$ cat config.mk
export PLATFORM = sky130hd
export DESIGN_NAME = incl_policy_sel
export DESIGN_NICKNAME = d
export VERILOG_FILES = /design/src/rtl/ips_pkg.sv /design/src/rtl/ips_set_classifier.sv /design/src/rtl/ips_sat_counter.sv /design/src/rtl/ips_decide_bank.sv /design/src/rtl/incl_policy_sel.sv
export SDC_FILE = /design/constraint.sdc
export NUM_CORES = 1
export LEC_CHECK = 0
export BUFFER_PORTS_ARGS = -buffer_cell sky130_fd_sc_hd__buf_2
export CAP_MARGIN = 20
export CELL_PAD_IN_SITES_DETAIL_PLACEMENT = 1
export CELL_PAD_IN_SITES_GLOBAL_PLACEMENT = 1
export CORE_AREA = 3 3 156 272
export DETAILED_ROUTE_END_ITERATION = 10
export DIE_AREA = 0 0 159 275
export HOLD_SLACK_MARGIN = 0.06
export PLACE_DENSITY_LB_ADDON = 0.1
export SYNTH_ARGS = -nofsm -noshare
export SYNTH_HDL_FRONTEND = slang
export SYNTH_SLANG_ARGS = --single-unit
$ cat constraint.sdc
create_clock -name clk -period 5.81 [get_ports clk]
set_clock_uncertainty 0.15 [all_clocks]
set_input_delay 0.581 -clock clk [delete_from_list [all_inputs] [get_ports clk]]
set_output_delay 0.581 -clock clk [all_outputs]
set_load 0.1 [all_outputs]
$ cat src/rtl/ips_pkg.sv
`timescale 1ns/1ps
package ips_pkg;
  typedef enum logic [1:0] {
    ROLE_FOLLOW = 2'd0,
    ROLE_EXCL   = 2'd1,
    ROLE_NINCL  = 2'd2
  } role_e;

  localparam int CNT_EM = 0;
  localparam int CNT_NM = 1;
  localparam int CNT_NI = 2;
  localparam int NUM_CNT = 3;
endpackage

$ cat src/rtl/ips_set_classifier.sv
`timescale 1ns/1ps
module ips_set_classifier
  import ips_pkg::*;
#(
  parameter int SET_W        = 10,
  parameter int SAMPLE_SHIFT = 5,
  parameter int OWNER_W      = 1,
  parameter bit PER_CORE     = 1'b1
) (
  input  logic [SET_W-1:0]   set_idx,
  output role_e              role,
  output logic [OWNER_W-1:0] owner
);
  localparam int USED_W = SAMPLE_SHIFT + 1 + (PER_CORE ? OWNER_W : 0);

  logic sampled;

  // every 2**SAMPLE_SHIFT-th set is a sample set: wide NOR on low bits
  assign sampled = ~|set_idx[SAMPLE_SHIFT-1:0];

  always_comb begin
    if (!sampled)                    role = ROLE_FOLLOW;
    else if (set_idx[SAMPLE_SHIFT])  role = ROLE_NINCL;
    else                             role = ROLE_EXCL;
  end

  generate
    if (PER_CORE) begin : g_owner
      assign owner = set_idx[SAMPLE_SHIFT+1 +: OWNER_W];
    end else begin : g_single
      assign owner = '0;
    end
    if (SET_W > USED_W) begin : g_hi
      logic unused_hi;
      assign unused_hi = ^set_idx[SET_W-1:USED_W];
    end
  endgenerate
endmodule

$ cat src/rtl/ips_sat_counter.sv
`timescale 1ns/1ps
module ips_sat_counter #(
  parameter int W = 16
) (
  input  logic         clk,
  input  logic         rst_n,
  input  logic         clr,
  input  logic         inc,
  output logic [W-1:0] q
);
  logic [W-1:0] q_d;
  logic         q_en;

  always_comb begin
    q_en = clr | inc;
    if (clr)                    q_d = '0;
    else if (inc && (q != '1))  q_d = q + W'(1);
    else                        q_d = q;
  end

  always_ff @(posedge clk or negedge rst_n) begin
    if (!rst_n)    q <= '0;
    else if (q_en) q <= q_d;
  end

  p_no_overflow_r7: assert property (@(posedge clk) disable iff (!rst_n)
    (q == '1 && !clr) |=> (q == '1));
  p_clear_r8: assert property (@(posedge clk) disable iff (!rst_n)
    clr |=> (q == '0));
endmodule

$ cat src/rtl/ips_decide_bank.sv
`timescale 1ns/1ps
module ips_decide_bank
  import ips_pkg::*;
#(
  parameter int CNT_W       = 16,
  parameter int THRESH_PCT  = 5,
  parameter int AGG_IPKI    = 20,
  parameter int EPOCH_INSTR = 1000,
  parameter int SCALE       = 64
) (
  input  logic clk,
  input  logic rst_n,
  input  logic epoch,
  input  logic inc_em,
  input  logic inc_nm,
  input  logic inc_ni,
  output logic mode_excl,
  output logic agg_en
);
  localparam int PW = CNT_W + 16;
  localparam logic [63:0] AGG_LIMIT = 64'(AGG_IPKI) * 64'(EPOCH_INSTR);

  logic [NUM_CNT-1:0] inc_vec;
  logic [CNT_W-1:0]   cnt [NUM_CNT];
  logic [PW-1:0]      gain, lhs, rhs;
  logic [63:0]        ins_scaled;
  logic               excl_win, agg_low;
  logic               mode_d, agg_d;

  assign inc_vec[CNT_EM] = inc_em & ~epoch;
  assign inc_vec[CNT_NM] = inc_nm & ~epoch;
  assign inc_vec[CNT_NI] = inc_ni & ~epoch;

  generate
    for (genvar k = 0; k < NUM_CNT; k++) begin : g_cnt
      ips_sat_counter #(.W(CNT_W)) u_cnt (
        .clk   (clk),
        .rst_n (rst_n),
        .clr   (epoch),
        .inc   (inc_vec[k]),
        .q     (cnt[k])
      );
    end
  endgenerate

  // comparator: exclusive must remove more than THRESH_PCT % of misses
  always_comb begin
    gain = (cnt[CNT_NM] > cnt[CNT_EM]) ? PW'(cnt[CNT_NM] - cnt[CNT_EM]) : '0;
    lhs  = gain * PW'(100);
    rhs  = PW'(THRESH_PCT) * PW'(cnt[CNT_NM]);
    excl_win   = (cnt[CNT_NM] > cnt[CNT_EM]) && (lhs > rhs);
    ins_scaled = 64'(cnt[CNT_NI]) * 64'(SCALE) * 64'(1000);
    agg_low    = ins_scaled < AGG_LIMIT;
    mode_d     = excl_win;
    agg_d      = !excl_win && agg_low;
  end

  always_ff @(posedge clk or negedge rst_n) begin
    if (!rst_n) begin
      mode_excl <= 1'b0;
      agg_en    <= 1'b0;
    end else if (epoch) begin
      mode_excl <= mode_d;
      agg_en    <= agg_d;
    end
  end

  p_mode_hold_r11: assert property (@(posedge clk) disable iff (!rst_n)
    !epoch |=> ($stable(mode_excl) && $stable(agg_en)));
  p_agg_nincl_r9: assert property (@(posedge clk) disable iff (!rst_n)
    agg_en |-> !mode_excl);
endmodule

$ cat src/rtl/incl_policy_sel.sv
`timescale 1ns/1ps
module incl_policy_sel
  import ips_pkg::*;
#(
  parameter int SET_W        = 10,
  parameter int SAMPLE_SHIFT = 5,
  parameter int NCORES       = 2,
  parameter bit PER_CORE     = 1'b1,
  parameter int RET_W        = 2,
  parameter int CNT_W        = 16,
  parameter int EPOCH_INSTR  = 1000,
  parameter int THRESH_PCT   = 5,
  parameter int AGG_IPKI     = 20,
  localparam int CORE_W      = (NCORES > 1) ? $clog2(NCORES) : 1
) (
  input  logic              clk,
  input  logic              rst_n,
  input  logic              acc_valid,
  input  logic [SET_W-1:0]  acc_set,
  input  logic [CORE_W-1:0] acc_core,
  input  logic              acc_miss,
  input  logic              acc_insert,
  input  logic [RET_W-1:0]  ret_count,
  output logic [1:0]        acc_role,
  output logic              acc_excl,
  output logic              epoch_tick,
  output logic [NCORES-1:0] mode_excl,
  output logic [NCORES-1:0] agg_en
);
  localparam int NBANK = PER_CORE ? NCORES : 1;
  localparam int SCALE = (2 ** (SAMPLE_SHIFT + 1)) * NBANK;
  localparam int IW    = $clog2(EPOCH_INSTR + (2 ** RET_W)) + 1;

  role_e             role;
  logic [CORE_W-1:0] owner;
  logic [NBANK-1:0]  bank_hit, bank_mode, bank_agg;
  logic [IW-1:0]     instr_q, instr_d, instr_sum;
  logic              epoch;

  ips_set_classifier #(
    .SET_W(SET_W), .SAMPLE_SHIFT(SAMPLE_SHIFT),
    .OWNER_W(CORE_W), .PER_CORE(PER_CORE)
  ) u_class (
    .set_idx (acc_set),
    .role    (role),
    .owner   (owner)
  );

  // epoch counter in retired instructions; remainder dropped at the edge
  always_comb begin
    instr_sum = instr_q + IW'(ret_count);
    epoch     = instr_sum >= IW'(EPOCH_INSTR);
    instr_d   = epoch ? '0 : instr_sum;
  end

  always_ff @(posedge clk or negedge rst_n) begin
    if (!rst_n) instr_q <= '0;
    else        instr_q <= instr_d;
  end

  assign epoch_tick = epoch;

  generate
    for (genvar b = 0; b < NBANK; b++) begin : g_bank
      if (PER_CORE) begin : g_pc
        assign bank_hit[b] = acc_valid && (role != ROLE_FOLLOW) &&
                             (owner == CORE_W'(b)) && (acc_core == owner);
      end else begin : g_sh
        assign bank_hit[b] = acc_valid && (role != ROLE_FOLLOW);
      end
      ips_decide_bank #(
        .CNT_W(CNT_W), .THRESH_PCT(THRESH_PCT), .AGG_IPKI(AGG_IPKI),
        .EPOCH_INSTR(EPOCH_INSTR), .SCALE(SCALE)
      ) u_bank (
        .clk       (clk),
        .rst_n     (rst_n),
        .epoch     (epoch),
        .inc_em    (bank_hit[b] && (role == ROLE_EXCL) && acc_miss),
        .inc_nm    (bank_hit[b] && (role == ROLE_NINCL) && acc_miss),
        .inc_ni    (bank_hit[b] && (role == ROLE_NINCL) && acc_insert),
        .mode_excl (bank_mode[b]),
        .agg_en    (bank_agg[b])
      );
    end
    for (genvar c = 0; c < NCORES; c++) begin : g_fan
      if (PER_CORE) begin : g_own
        assign mode_excl[c] = bank_mode[c];
        assign agg_en[c]    = bank_agg[c];
      end else begin : g_all
        assign mode_excl[c] = bank_mode[0];
        assign agg_en[c]    = bank_agg[0];
      end
    end
  endgenerate

  always_comb begin
    acc_role = role;
    unique case (role)
      ROLE_EXCL:  acc_excl = 1'b1;
      ROLE_NINCL: acc_excl = 1'b0;
      default:    acc_excl = (32'(acc_core) < NCORES) ? mode_excl[acc_core] : 1'b0;
    endcase
  end

  p_epoch_gap_r5: assert property (@(posedge clk) disable iff (!rst_n)
    epoch |=> !epoch);
  p_sample_role_r1: assert property (@(posedge clk) disable iff (!rst_n)
    (acc_set[SAMPLE_SHIFT-1:0] != '0) |-> (acc_role == 2'd0));
endmodule

* Yosys cells after proc, flatten, opt, wreduce, memory -nomap -nowiden
Index checks and enable logic that the tools add are counted.
Storage, ports and cells: output and inout port bits 8, flip-flop bits (word level) 111, word-level logic and storage cells 118
Cells by class: order comparisons 8, $mul 6, add/sub/neg operators 9, eq/ne operators 9, reduce and logical (&&, ||, !) cells 41, mux-type cells 20, bitwise logic cells 14
Operators with widths (count):
- $mux 16 | 12
- $add 16x1->16 const B | 6
- $ne 16x16->1 const B | 6
- $lt 34x15->1 const B | 2
- $gt 32x19->1 | 2
- $mul 32x5->30 const B | 2
- $mux 32 | 2
- $mul 16x7->23 const B | 2
- $mul 3x16->19 const A | 2
- $sub 16x16->17 | 2
- $gt 16x16->1 | 2
- $logic_and 1x1->1 | 25
- $reduce_bool 2->1 | 7
- $reduce_and 2->1 | 6
- $add 11x2->11 | 1
- $ge 11x10->1 const B | 1
- $mux 11 | 1
- $and 1x1->1 | 6
- $or 1x1->1 | 6
- $reduce_or 5->1 | 1
- $mux 2 | 2
- $eq 2x1->1 const B | 1
- $eq 2x2->1 const B | 1
- $logic_not 1->1 | 2
- other kinds (5) | 7

* Logic depth before layout (Yosys ltp)
depth after elaboration 12, depth in mapped cells 35

* Modules after synthesis
From an unflattened synthesis, not the netlist that was laid out.
Unflattened totals: cells, all modules 2208, area, all modules 19507.5 um2
Modules (own cells, without submodules):
- ips_decide_bank (g_bank[1].u_bank) | instances 1, cells an instance 780, area an instance 6616.3 um2
- ips_decide_bank (g_bank[0].u_bank) | instances 1, cells an instance 755, area an instance 6541.3 um2
- ips_sat_counter | instances 6, cells an instance 97, area an instance 919.6 um2
- incl_policy_sel | instances 1, cells an instance 86, area an instance 795.8 um2
- ips_set_classifier | instances 1, cells an instance 5, area an instance 36.3 um2

* Worst setup path before layout
No wires, ideal clock.
path kind register to register, start register g_bank[1].u_bank.g_cnt[0].u_cnt.q[3], end register g_bank[1].u_bank.mode_excl, arrival time 6.096 ns, path slack -0.557 ns, clock period less this slack 6.367 ns, stages on the path, launching flop included 34, setup time 0.121 ns, cells stage by stage dfrtp_1 -> inv_1 -> ha_1 -> a21o_1 -> a21oi_1 -> a21oi_1 -> o2111ai_2 -> a21oi_1 -> o21ai_0 -> a21oi_1 -> clkbuf_1 -> nand2_1 -> inv_1 -> ha_1 -> ha_1 -> inv_1 -> fa_1 -> inv_1 -> ha_1 -> a211o_1 -> a21oi_1 -> o21ai_0 -> a21oi_1 -> xnor2_1 -> ha_1 -> nand3_1 -> nor3_1 -> nand2_1 -> o21ai_0 -> o221ai_1 -> nor3_1 -> and3_1 -> nand4b_1 -> a22o_1
On the way: word-level cells in the longest chain between the ends 5
Ends and longest elaborated chain:
- from (decl) | line ips_sat_counter.sv:9 | output logic [W-1:0] q
- from (signal assigned) | line ips_sat_counter.sv:23 | else if (q_en) q <= q_d;
- $sub 16x16->17 / $gt 16x16->1 (equally long branches) | line ips_decide_bank.sv:48, ips_decide_bank.sv:51
- $mux 32 | line ips_decide_bank.sv:48 | gain = (cnt[CNT_NM] > cnt[CNT_EM]) ? PW'(cnt[CNT_NM] - cnt[CNT_EM]) : '0;
- $mul 32x5->30 | line ips_decide_bank.sv:49 | lhs = gain * PW'(100);
- $gt 32x19->1 | line ips_decide_bank.sv:51 | excl_win = (cnt[CNT_NM] > cnt[CNT_EM]) && (lhs > rhs);
- $logic_and 1x1->1 (*) | line ips_decide_bank.sv:51
- to (signal assigned) | line ips_decide_bank.sv:63 | mode_excl <= mode_d;
- to (decl) | line ips_decide_bank.sv:17 | output logic mode_excl,
Mark *: on every way between the ends. The rest lies on a longest branch, timed or not. A chain may end at the register's enable or synchronous reset.

* Worst setup path in the final report
start register g_bank[1].u_bank.g_cnt[0].u_cnt.q[1], end register g_bank[1].u_bank.mode_excl
Same word-level chain as after synthesis.

==> flow_summary.yaml <==
synthesis:
  syn_inst: 2025
  syn_nets: 2520
  synth_common_cells: "332 x ha_1, 218 x inv_1, 184 x nor2_1"
  synth.ff_latch_count: 111
  synth_area_um2: 18200
  synth_cell_type_count: 91
  synth_top_area_share_pct: 22.9
  yosysWarnings: 0
  ys.flop_type: "dfrtp_1"
  synth-edff-count: 0
  syn-mean-instance-area_um2: 8.97
  async_flop_share_pct: 100
  synth_largest_area_cell: "ha_1"
  seq_area_frac_synth_pct: 15.3
  ys_top_cells_by_area: "ha_1 23%, fa_1 16%, dfrtp_1 15%, xnor2_1 5.5%, inv_1 4.5%"
  synth_most_common_cell: "ha_1"
clock_tree:
  clockBufferDepth: 2
  cts_num_sinks: 111
  clk_pin_slew_ns: 0.08
  cts_buffers: 9
  htree_levels: 3
  worstSkewPairLatency_ns: 0.38
  tritoncts: "built"
  hold_buffers: 0
  root_buffer: "clkbuf_16"
sta:
  max_slew_margin_pct: 40.3
  worst_slew_pin_slew_ns: 0.896
  setup_viol: 4
  fin_crit_ns: 6.40
  hold_viol_final: 0
  grt_setup_unrepaired: "true"
  period_share_pct: 110
  slew_viol_final: 0
  max_freq_mhz: 156
  fin_ws_ns: -0.591
final_layout:
  syn_to_final_growth_pct: 23.9
  utilization_pct: 55.3
  num_antenna_cells: 0
  layout.nets: 2848
  layout-drive-gt1-share_pct: 22.4
  stdcell_count: 2908
run_status:
  violations: "setup timing"
  status: "complete, but fails checks"
critical_path:
  critPathKind: "register to register"
  cp.arrival_ns: 6.52
  cp-start-kind: "register"
  worstPathRequired_ns: 5.93
  slowest_delay_ns: 0.51
  crit_path_end_kind: "register"
  cp_max_fo: 5
  slowest_stage: "fa_1"
grt:
  grt_busiest_layer: "met2"
  grt_max_degree: 67
  met3_usage_pct: 1.55
  use_met1_pct: 25.2
  globalRouteMet2Util_pct: 51.0
  grt_usage_pct: 24.6
  grt_pass1_wl_um: 88900
  grt_pass1_vias: 18200
  grt_antenna_before_repair: 2
  gr-total-overflow: 0
die:
  std_cell_rows: 98
  dieArea_um2: 43700
  fp.dieW_um: 159
  core_um2: 40700
  die_h_um: 275
  start_util_pct: 44.6
  pin_count: 26
detailed_routing:
  detail_route.wl_per_cell_um: 18.5
  totalWireLength_um: 53900
  drtAntennaViolNets: 0
  via_per_inst: 5.55
  dr.first_iter.drc_count: 361
  drc: 0
  vias: 16100
  dr.pass1.iters: 5
worst_hold_path:
  hold_path_class: "input pin to async pin"
flow_run:
  drv_cap: 0
placed_design:
  hpwl_um: 45400
  place_congestion: 0.859
  port_buffers: 22
  dp.cells: 2853
power_and_ir_drop:
  p_per_area_nw_per_um2: 73.4
  leakagePower_nw: 12.0
  vdd.ir_drop.worst_mv: 0.166
[cell families (layout without fill, tap and decap cells)]
| kind of cell | Yosys count | count (layout) | synth area share, % |
|---|---|---|---|
| compound gates | 394 | 394 | 14.5 |
| xor+xnor | 172 | 172 | 8.45 |
| simple gates | 610 | 610 | 16.7 |
| mux | 19 | 19 | 1.07 |
| fa+ha+maj | 477 | 477 | 38.9 |
| buf+inv | 241 | 574 | 5.07 |
| other cells | 1 | 1 | 0.0207 |
| flops | 111 | 111 | 15.3 |
[worst max-delay path, delay by kind of cell, from the launching register on]
kind / cells / cell delay (ns)
AO/OA/AOI/OAI: 12 / 1.88
adder cells (fa/ha/maj): 6 / 1.85
AND/OR/NAND/NOR: 10 / 1.55
buffers and inverters: 5 / 0.44
flip-flops: 1 / 0.38
XOR/XNOR: 1 / 0.08
[final timing paths]
kind	startpoint	to	slack, ns	cells past startpoint
min reg2reg	g_bank[0].u_bank.agg_en	g_bank[0].u_bank.agg_en	0.40	2
min in group clk	g_bank[0].u_bank.agg_en	g_bank[0].u_bank.agg_en	0.40	2
max	g_bank[1].u_bank.g_cnt[0].u_cnt.q[1]	g_bank[1].u_bank.mode_excl	-0.59	34
max in group asynchronous	rst_n	g_bank[1].u_bank.g_cnt[1].u_cnt.q[6]	4.00	2
min	rst_n	g_bank[0].u_bank.g_cnt[1].u_cnt.q[2]	0.08	1
max reg2reg	g_bank[1].u_bank.g_cnt[0].u_cnt.q[1]	g_bank[1].u_bank.mode_excl	-0.59	34
[state kept, by name, summed over array words and instances, names as in the netlist]
signal                       flops
g_bank.u_bank.g_cnt.u_cnt.q     96
instr_q                         11
g_bank.u_bank.agg_en             2
g_bank.u_bank.mode_excl          2
[routing by layer]
layer	routed length [µm]	part of all wire [%]	up-vias
li1	-	-	7730
met2	30800	57	179
met4	2340	4.3	2
met5	13	0.024	-
met3	664	1.2	127
met1	20100	37	8107
[stage by stage]
step / instance area (µm²) / hold slack, ns / worst slack, ns / total power [mW] / TNS, ns
global placement: 21300 / 0.369 / -0.590 / 0.955 / -1.91
finish: 22500 / 0.0794 / -0.591 / 1.65 / -1.70
global route: 22500 / 0.119 / -0.942 / 1.72 / -3.09
detailed placement: 21300 / 0.385 / -0.718 / 0.960 / -2.52
CTS: 22100 / 0.0975 / -0.453 / 1.67 / -1.40
floorplan: 18500 / 0.135 / -0.155 / 0.905 / -0.310
[layout make-up]
| cell class | count | area (µm²) |
|---|---|---|
| Fill cell | 4777 | 18200 |
| Multi-Input combinational cell | 1673 | 15300 |
| Sequential cell | 111 | 2780 |
| Timing Repair Buffer | 340 | 2550 |
| Inverter | 218 | 818 |
| Tap cell | 550 | 688 |
| Clock buffer | 11 | 233 |
| Clock inverter | 5 | 87.6 |
[timing repair]
| item | CTS | global route |
|---|---|---|
| resized for setup | 52 | 62 |
| pin swaps | 47 | 55 |
| setup endpoints to repair | 4 | 4 |
| gates cloned | 0 | 1 |
| setup buffers | 19 | 21 |
[where the power goes]
part | switching, mW | internal, mW
Combinational | 0.0961 | 0.0432
Sequential | 0.0199 | 0.788
Clock | 0.321 | 0.384
[placed cells by master, fill, tap and decap left out, drive strengths merged, types with 5 or more instances in the layout]
cell	netlist	final
ha	332	332
o2111ai	6	6
a21o	36	36
a21boi	12	12
a21oi	119	119
o21bai	10	10
o41ai	6	6
nand3b	5	5
fa	145	145
nand3	58	58
buf	6	339
nand2b	21	21
nor4	11	11
and4	11	11
inv	218	220
nand2	118	118
nor2	184	184
o211ai	16	16
xor2	56	56
or2	12	12
nor3	48	48
xnor2	114	114
mux2i	16	16
nand4	28	28
nor2b	28	28
a211oi	20	20
o221ai	5	5
o22ai	7	7
a211o	12	12
and2	25	25
clkbuf	17	12
o21a	17	17
and3	31	31
dfrtp	111	111
or3	15	15
a31oi	10	10
o21ai	74	74
No activity file was read; power rests on OpenSTA's default activity.
